File: config.mk
export PLATFORM = sky130hd
export DESIGN_NAME = timer_cmp_unit
export DESIGN_NICKNAME = d
export VERILOG_FILES = /design/src/rtl/timer_cmp_pkg.sv /design/src/rtl/timer_cmp_ctrl.sv /design/src/rtl/timer_cmp_datapath.sv /design/src/rtl/timer_cmp_unit.sv
export SDC_FILE = /design/constraint.sdc
export NUM_CORES = 1
export LEC_CHECK = 0
export ABC_AREA = 1
export BUFFER_PORTS_ARGS = -buffer_cell sky130_fd_sc_hd__buf_2
export CAP_MARGIN = 20
export CORE_MARGIN = 2
export CORE_UTILIZATION = 55
export DETAILED_ROUTE_END_ITERATION = 12
export PLACE_DENSITY_LB_ADDON = 0.25
export SETUP_SLACK_MARGIN = 0.05
export SLEW_MARGIN = 25
export SYNTH_ARGS = -nofsm -noshare
export SYNTH_HDL_FRONTEND = slang
export SYNTH_SLANG_ARGS = --single-unit
File: constraint.sdc
create_clock -name clk -period 3.05 [get_ports clk]
set_input_delay 0.61 -clock clk [delete_from_list [all_inputs] [get_ports clk]]
set_output_delay 0.61 -clock clk [all_outputs]
set_load 0.05 [all_outputs]
File: src/rtl/timer_cmp_pkg.sv
package timer_cmp_pkg;
  localparam int ADDR_CNT  = 0;
  localparam int ADDR_PER  = 1;
  localparam int ADDR_FLAG = 2;
  localparam int CMP_BASE  = 3;

  typedef struct packed {
    logic cntWr;
    logic perWr;
    logic flagWr;
    logic advance;
  } ctrlStrobes_t;
endpackage

File: src/rtl/timer_cmp_ctrl.sv
module timer_cmp_ctrl
  import timer_cmp_pkg::*;
#(
  parameter int ADDR_W = 3,
  parameter int NUM_CH = 3
) (
  input  logic              clk,
  input  logic              rstN,
  input  logic              cntEn,
  input  logic              busWe,
  input  logic [ADDR_W-1:0] busAddr,
  output ctrlStrobes_t      strobes,
  output logic [NUM_CH-1:0] cmpWe
);
  always_comb begin
    strobes.cntWr   = busWe && (busAddr == ADDR_W'(ADDR_CNT));
    strobes.perWr   = busWe && (busAddr == ADDR_W'(ADDR_PER));
    strobes.flagWr  = busWe && (busAddr == ADDR_W'(ADDR_FLAG));
    // a counter load takes the place of the increment
    strobes.advance = cntEn && !strobes.cntWr;
  end

  for (genvar g = 0; g < NUM_CH; g++) begin : gCmpDec
    assign cmpWe[g] = busWe && (busAddr == ADDR_W'(CMP_BASE + g));
  end

  AST_ONE_TARGET: assert property (@(posedge clk) disable iff (!rstN)
    $onehot0({strobes.cntWr, strobes.perWr, strobes.flagWr, cmpWe}));
endmodule

File: src/rtl/timer_cmp_datapath.sv
module timer_cmp_datapath
  import timer_cmp_pkg::*;
#(
  parameter int CNT_W      = 8,
  parameter int NUM_CH     = 3,
  parameter int ADDR_W     = 3,
  parameter int PERIOD_MIN = 3
) (
  input  logic              clk,
  input  logic              rstN,
  input  ctrlStrobes_t      strobes,
  input  logic [NUM_CH-1:0] cmpWe,
  input  logic [ADDR_W-1:0] busAddr,
  input  logic [CNT_W-1:0]  busWdata,
  output logic [CNT_W-1:0]  busRdata,
  output logic [NUM_CH-1:0] matchPulse,
  output logic [NUM_CH-1:0] irqFlag
);
  localparam logic [CNT_W-1:0] PER_RESET = {CNT_W{1'b1}};
  localparam logic [CNT_W-1:0] PER_FLOOR = CNT_W'(PERIOD_MIN);

  logic [CNT_W-1:0]  cntReg;
  logic [CNT_W-1:0]  perReg;
  logic [CNT_W-1:0]  cmpReg [NUM_CH];
  logic              cntMoved;
  logic [NUM_CH-1:0] flagReg;
  logic [NUM_CH-1:0] clrMask;
  logic [CNT_W-1:0]  perNext;

  assign perNext = (busWdata < PER_FLOOR) ? PER_FLOOR : busWdata;

  // counter: a load wins over counting, the period value wraps to zero
  always_ff @(posedge clk or negedge rstN) begin
    if (!rstN) begin
      cntReg   <= '0;
      cntMoved <= 1'b0;
    end else begin
      cntMoved <= strobes.advance;
      if (strobes.cntWr)
        cntReg <= busWdata;
      else if (strobes.advance)
        cntReg <= (cntReg == perReg) ? '0 : cntReg + CNT_W'(1);
    end
  end

  always_ff @(posedge clk or negedge rstN) begin
    if (!rstN)              perReg <= PER_RESET;
    else if (strobes.perWr) perReg <= perNext;
  end

  for (genvar g = 0; g < NUM_CH; g++) begin : gChan
    always_ff @(posedge clk or negedge rstN) begin
      if (!rstN)         cmpReg[g] <= '0;
      else if (cmpWe[g]) cmpReg[g] <= busWdata;
    end
    // a match only counts when the counter stepped onto the value
    assign matchPulse[g] = cntMoved && (cntReg == cmpReg[g]);

    AST_FLAG_SET: assert property (@(posedge clk) disable iff (!rstN)
      matchPulse[g] |=> irqFlag[g]);
    AST_FLAG_KEEP: assert property (@(posedge clk) disable iff (!rstN)
      (irqFlag[g] && !(strobes.flagWr && busWdata[g])) |=> irqFlag[g]);
  end

  assign clrMask = strobes.flagWr ? busWdata[NUM_CH-1:0] : '0;

  always_ff @(posedge clk or negedge rstN) begin
    if (!rstN) flagReg <= '0;
    else       flagReg <= (flagReg & ~clrMask) | matchPulse;
  end
  assign irqFlag = flagReg;

  always_comb begin
    busRdata = '0;
    if (busAddr == ADDR_W'(ADDR_CNT))       busRdata = cntReg;
    else if (busAddr == ADDR_W'(ADDR_PER))  busRdata = perReg;
    else if (busAddr == ADDR_W'(ADDR_FLAG)) busRdata = CNT_W'(flagReg);
    for (int i = 0; i < NUM_CH; i++)
      if (busAddr == ADDR_W'(CMP_BASE + i)) busRdata = cmpReg[i];
  end

  AST_STEP: assert property (@(posedge clk) disable iff (!rstN)
    (strobes.advance && cntReg != perReg) |=> cntReg == $past(cntReg) + CNT_W'(1));
  AST_HOLD: assert property (@(posedge clk) disable iff (!rstN)
    (!strobes.advance && !strobes.cntWr) |=> $stable(cntReg));
  AST_WRAP: assert property (@(posedge clk) disable iff (!rstN)
    (strobes.advance && cntReg == perReg) |=> cntReg == '0);
  AST_PERIOD_FLOOR: assert property (@(posedge clk) disable iff (!rstN)
    perReg >= PER_FLOOR);
  AST_LOAD: assert property (@(posedge clk) disable iff (!rstN)
    strobes.cntWr |=> cntReg == $past(busWdata));
  AST_NO_MATCH_AFTER_LOAD: assert property (@(posedge clk) disable iff (!rstN)
    strobes.cntWr |=> matchPulse == '0);
endmodule

File: src/rtl/timer_cmp_unit.sv
module timer_cmp_unit
  import timer_cmp_pkg::*;
#(
  parameter int CNT_W      = 8,
  parameter int NUM_CH     = 3,
  parameter int ADDR_W     = 3,
  parameter int PERIOD_MIN = 3
) (
  input  logic              clk,
  input  logic              rstN,
  input  logic              cntEn,
  input  logic              busWe,
  input  logic [ADDR_W-1:0] busAddr,
  input  logic [CNT_W-1:0]  busWdata,
  output logic [CNT_W-1:0]  busRdata,
  output logic [NUM_CH-1:0] matchPulse,
  output logic [NUM_CH-1:0] irqFlag
);
  ctrlStrobes_t      strobes;
  logic [NUM_CH-1:0] cmpWe;

  timer_cmp_ctrl #(.ADDR_W(ADDR_W), .NUM_CH(NUM_CH)) u_ctrl (
    .clk(clk), .rstN(rstN), .cntEn(cntEn), .busWe(busWe), .busAddr(busAddr),
    .strobes(strobes), .cmpWe(cmpWe)
  );

  timer_cmp_datapath #(.CNT_W(CNT_W), .NUM_CH(NUM_CH), .ADDR_W(ADDR_W),
                       .PERIOD_MIN(PERIOD_MIN)) u_dp (
    .clk(clk), .rstN(rstN), .strobes(strobes), .cmpWe(cmpWe), .busAddr(busAddr),
    .busWdata(busWdata), .busRdata(busRdata), .matchPulse(matchPulse), .irqFlag(irqFlag)
  );
endmodule

Yosys cells after proc, flatten, opt, wreduce, memory -nomap -nowiden
Index checks and enable logic that the tools add are counted.
{"block": "word_totals", "reg_bits": 44, "wordCells": 45}
{"block": "classes", "n_eq_ne": 9, "n_addsub": 1, "muxes": 11, "order_cmp": 1, "bitwise": 3, "reduce_logical": 13}
{"cell": "8-bit 2-to-1 mux", "count": 9}
{"cell": "8-bit equality test", "count": 4}
{"cell": "1-bit logical AND", "count": 10}
{"cell": "8-bit by 1-bit adder with 8-bit output, second input constant", "count": 1}
{"cell": "8-bit by 2-bit < comparator with 1-bit output, second input constant", "count": 1}
{"cell": "3-bit by 2-bit equality test with 1-bit output, second input constant", "count": 2}
{"cell": "3-bit equality test, second input constant", "count": 2}
{"cell": "3-bit 2-to-1 mux", "count": 2}
{"cell": "3-bit bitwise AND", "count": 1}
{"cell": "3-bit by 1-bit equality test with 1-bit output, second input constant", "count": 1}
{"cell": "3-bit logical NOT", "count": 1}
{"cell": "3-bit NOT", "count": 1}
{"cell": "3-bit bitwise OR", "count": 1}
{"cell": "2-bit nonzero test", "count": 1}
{"cell": "1-bit logical NOT", "count": 1}

Logic depth before layout (Yosys ltp)
{"block": "logic_depth", "ltp_word": 7, "mapped_depth": 9, "ltp_nobuf": 8}

Modules after synthesis
From an unflattened synthesis, not the netlist that was laid out.
{"block": "unflattened", "hier_cells": 374, "hier_area_um2": 2747.6}
{"mod": "timer_cmp_datapath", "cells_per_inst": 357, "n_inst": 1, "area_per_inst_um2": 2655.0}
{"mod": "timer_cmp_ctrl", "cells_per_inst": 17, "n_inst": 1, "area_per_inst_um2": 92.6}

Least setup slack after synthesis
OpenSTA, ideal clock, no wires.
{"block": "synth_path", "path_kind": "reg2out", "startpoint": "register u_dp.cntReg[0]", "endpoint": "output port matchPulse[0]", "path_buffers": 1, "slack_ps": 828, "path_stages_with_launch": 7, "required_time_ps": 2440, "t_arrival_ps": 1612, "path_cell_list": "dfrtp_1 -> inv_1 -> buf_2 -> or2_2 -> nand4_1 -> nand3b_1 -> nor2_1"}
{"block": "synth_via", "elab_chain_cells": 2}
{"element": "from (decl)", "line_no": "timer_cmp_datapath.sv:22", "rtl": "logic [CNT_W-1:0] cntReg;"}
{"element": "from (signal assigned)", "line_no": "timer_cmp_datapath.sv:40", "rtl": "cntReg <= busWdata;"}
{"element": "from (signal assigned)", "line_no": "timer_cmp_datapath.sv:42", "rtl": "cntReg <= (cntReg == perReg) ? '0 : cntReg + CNT_W'(1);"}
{"element": "8-bit equality test", "line_no": "timer_cmp_datapath.sv:57", "rtl": "assign matchPulse[g] = cntMoved && (cntReg == cmpReg[g]);"}
{"element": "1-bit logical AND", "line_no": "timer_cmp_datapath.sv:57"}
{"element": "to (decl)", "line_no": "timer_cmp_unit.sv:16", "rtl": "output logic [NUM_CH-1:0] matchPulse,"}
Every way passes these cells.

Final worst setup path
{"block": "layout_path", "startpoint": "register u_dp.cntReg[3]", "endpoint": "output port matchPulse[2]"}
Same word-level chain as after synthesis.

==> flow_metrics.env <==
export IMPL_final_fill_count=487
export IMPL_insertion_delay_ns=0.31
export IMPL_synth_avg_cell_area_um2=7.04
export IMPL_utilization_pct=62.1
export IMPL_cpPeakStageDelay_ns=0.61
export IMPL_grt_pass1_wl_um=14100
export IMPL_vias_per_cell=5.67
export IMPL_vias=2886
export IMPL_max_freq_mhz=371
export IMPL_comb_power_share_pct=41.1
export IMPL_drt_iter0_drc=356
export IMPL_cts_tree="done"
export IMPL_cts_hold_buf=0
export IMPL_globalRouteTotalUtil_pct=31.0
export IMPL_status="finished, final reports clean"
export IMPL_slowest_stage="dfrtp_1"
export IMPL_htree_levels=2
export IMPL_first_pass_iters=5
export IMPL_min_period_ns=2.69
export IMPL_grt_max_degree=45
export IMPL_core_area_um2=5110
export IMPL_syn_cell_area_um2=2910
export IMPL_pwr_share_clk_pct=18.1
export IMPL_ys_ff_latch=44
export IMPL_io_buffers=28
export IMPL_start_util_pct=57.0
export IMPL_drive_gt1_share_pct=16.6
export IMPL_synth_ff_type="dfrtp_1"
export IMPL_path_clk_slew_ns=0.09
export IMPL_swShare_pct=45.1
export IMPL_die_x_um=76.8
export IMPL_final_setup_tns_ns=0
export IMPL_synth_cell_type_count=30
export IMPL_crit_path_end_kind="output port"
export IMPL_dp_slack_ns=0.578
export IMPL_yosysSeqAreaShare_pct=38.1
export IMPL_period_share_pct=88.3
export IMPL_grt_antenna_before_repair=0
export IMPL_seqCellArea_um2=1110
export IMPL_clock_sinks=44
export IMPL_internal_power_mw=1.26
export IMPL_cp_top_family="flip-flops"
export IMPL_p_switching_mw=1.04
export IMPL_root_buffer="clkbuf_8"
export IMPL_drv_slew=0
export IMPL_yosysMostFrequentCell="nand2_1"
export IMPL_clockBufferDepth=2
export IMPL_grt_pass1_vias=2740
export IMPL_cp_num_buf_inv=2
export IMPL_path_common_cell="nand2_1"
export IMPL_crit_chain="inv_1 -> nand2_1 -> nand4_1 -> nor3_1 -> nand2_1 -> nor2_1 -> buf_2"
export IMPL_clock_skew_ns=0.00984
export IMPL_required_ns=2.44
export IMPL_synth_edf_count=0
export IMPL_ys_top_cells_by_count="nand2_1 (121), inv_1 (54), dfrtp_1 (36), nor2_1 (36)"
export IMPL_pin_count=29
export IMPL_multi_input_area_um2=1510
export IMPL_die_height_um=76.8
export IMPL_hold_class="primary input to asynchronous set/reset pin"
export IMPL_rsz0062_at_grt="false"
export IMPL_ir_drop_uv=464
export IMPL_cts_resized=0
export IMPL_drt_wirelength_per_cell_um=17.2
export IMPL_grt_overflow_total=0
export IMPL_p_per_area_nw_per_um2=725
export IMPL_setup_ws_ns=0.356
export IMPL_n_antenna_cell=0
export IMPL_rows=26
export IMPL_place_congestion=1.02
export IMPL_async_flop_share_pct=100
export IMPL_synth_area_leader_cell="dfrtp_1"
export IMPL_worst_pin_slew_ns=0.594
export IMPL_synth_cells=414
export IMPL_drc=0
export IMPL_slew_headroom_pct=60.3
export IMPL_cap_viol_max_count=0
export IMPL_ant_nets=0
export IMPL_critPathKind="flip-flop to output port"
export IMPL_cts_setup_buffers=0
export IMPL_synth_area_leaders="dfrtp_1 (31%), nand2_1 (16%), dfstp_2 (7.2%)"
export IMPL_setup_viol=0
export IMPL_synth_top_area_share_pct=30.9
export IMPL_leakagePower_nw=1.59
export IMPL_fin_nets=454
export IMPL_start_kind="flip-flop"
export IMPL_drt_total_wl_um=8750
export IMPL_power_frac_seq_pct=40.8
export IMPL_yosys_warnings=0
export IMPL_hold_viol_final=0
export IMPL_syn_to_final_growth_pct=8.93
export IMPL_final_cells=509
export IMPL_synth_fp_nets=430
export IMPL_cts_made_buffers=5
export IMPL_cp_max_fo=7
export IMPL_hpwl_um=6380
export IMPL_worstPathArrival_ns=2.08
export IMPL_die_area_um2=5890
export IMPL_dp_cells=501
[cell usage in the layout, fill, tap and decap left out, drive strengths merged]
cell and count:
xor2 4, buf 28, a31oi 2, dfstp 8, o22ai 13, nand3 23, inv 59, xnor2 11
and3 3, nand3b 4, a21oi 4, nand4 19, nor3 6, dfrtp 36, clkbuf 8, o21ai 40
nand2 127, or2 6, nor2 37, ha 1
[worst register-to-register path, stage by stage, from the launching register on]
cell	delay, ns
dfrtp_1	0.53
inv_1	0.29
nand2_1	0.09
nand2_1	0.07
nand2_1	0.05
nor2_1	0.11
nand2_1	0.19
nand3_1	0.16
nand2_1	0.07
[state kept, by name, indices dropped and copies added, names as in the netlist]
| signal | count |
|---|---|
| u_dp.cntMoved | 1 |
| u_dp.cntReg | 8 |
| u_dp.perReg | 8 |
| u_dp.irqFlag | 3 |
| u_dp.cmpReg | 24 |
[cells by family (layout without fill, tap and decap cells)]
group	Yosys count	count (layout)	share of synthesized area, %
AO/OA/AOI/OAI	59	59	11.8
adder cells (fa/ha/maj)	1	1	0.429
XOR/XNOR	15	15	4.51
AND/OR/NAND/NOR	225	225	35.1
flip-flops	44	44	38.1
buffers and inverters	70	95	10.0
[through the flow]
step | power [mW] | area [µm²] | hold slack (ns)
global placement | 1.85 | 3070 | 0.501
CTS | 2.28 | 3170 | 0.503
detailed placement | 1.87 | 3070 | 0.507
finish | 2.30 | 3170 | 0.300
floorplan | 1.61 | 2910 | 0.314
global route | 2.44 | 3170 | 0.340
[path summary, 6_finish.rpt]
path / from / to / slack [ns] / cells past startpoint
max in group asynchronous: rstN / u_dp.cmpReg[0] / 2.35 / 1
min in group clk: busWdata[6] / u_dp.perReg[6] / 0.52 / 3
hold / removal: rstN / u_dp.cntReg[1] / 0.30 / 1
setup reg to reg: u_dp.cntReg[5] / u_dp.cntReg[0] / 1.39 / 8
hold reg to reg: u_dp.cmpReg[19] / u_dp.cmpReg[19] / 0.52 / 2
setup / recovery: u_dp.cntReg[3] / matchPulse[2] / 0.36 / 7
[cell type report]
cell class	count	area share, %
multi-input cells	300	47.6
inverters	59	6.98
well taps	70	2.76
clock buffers	8	3.15
flip-flops and latches	44	35.0
repair buffers	28	4.50
[routing by layer]
| metal | track usage (%) | share of wire, % | routed length (µm) | vias up |
|---|---|---|---|---|
| met4 | 13.8 | 2.8 | 248 | 0 |
| met3 | 4.12 | 7.9 | 688 | 26 |
| met2 | 48.5 | 45 | 3980 | 146 |
| li1 | - | - | - | 1385 |
| met1 | 42.9 | 44 | 3830 | 1329 |
| met5 | 0 | 0 | 0 | - |
[power groups by stage]
stage	Clock [mW]	Sequential (mW)	Combinational, mW
finish	0.416	0.938	0.947
global route	0.442	0.954	1.04
detailed placement	0	0.941	0.927
CTS	0.415	0.930	0.933
floorplan	0	0.897	0.716
global placement	0	0.939	0.911
(Power assumes the default switching activity.)
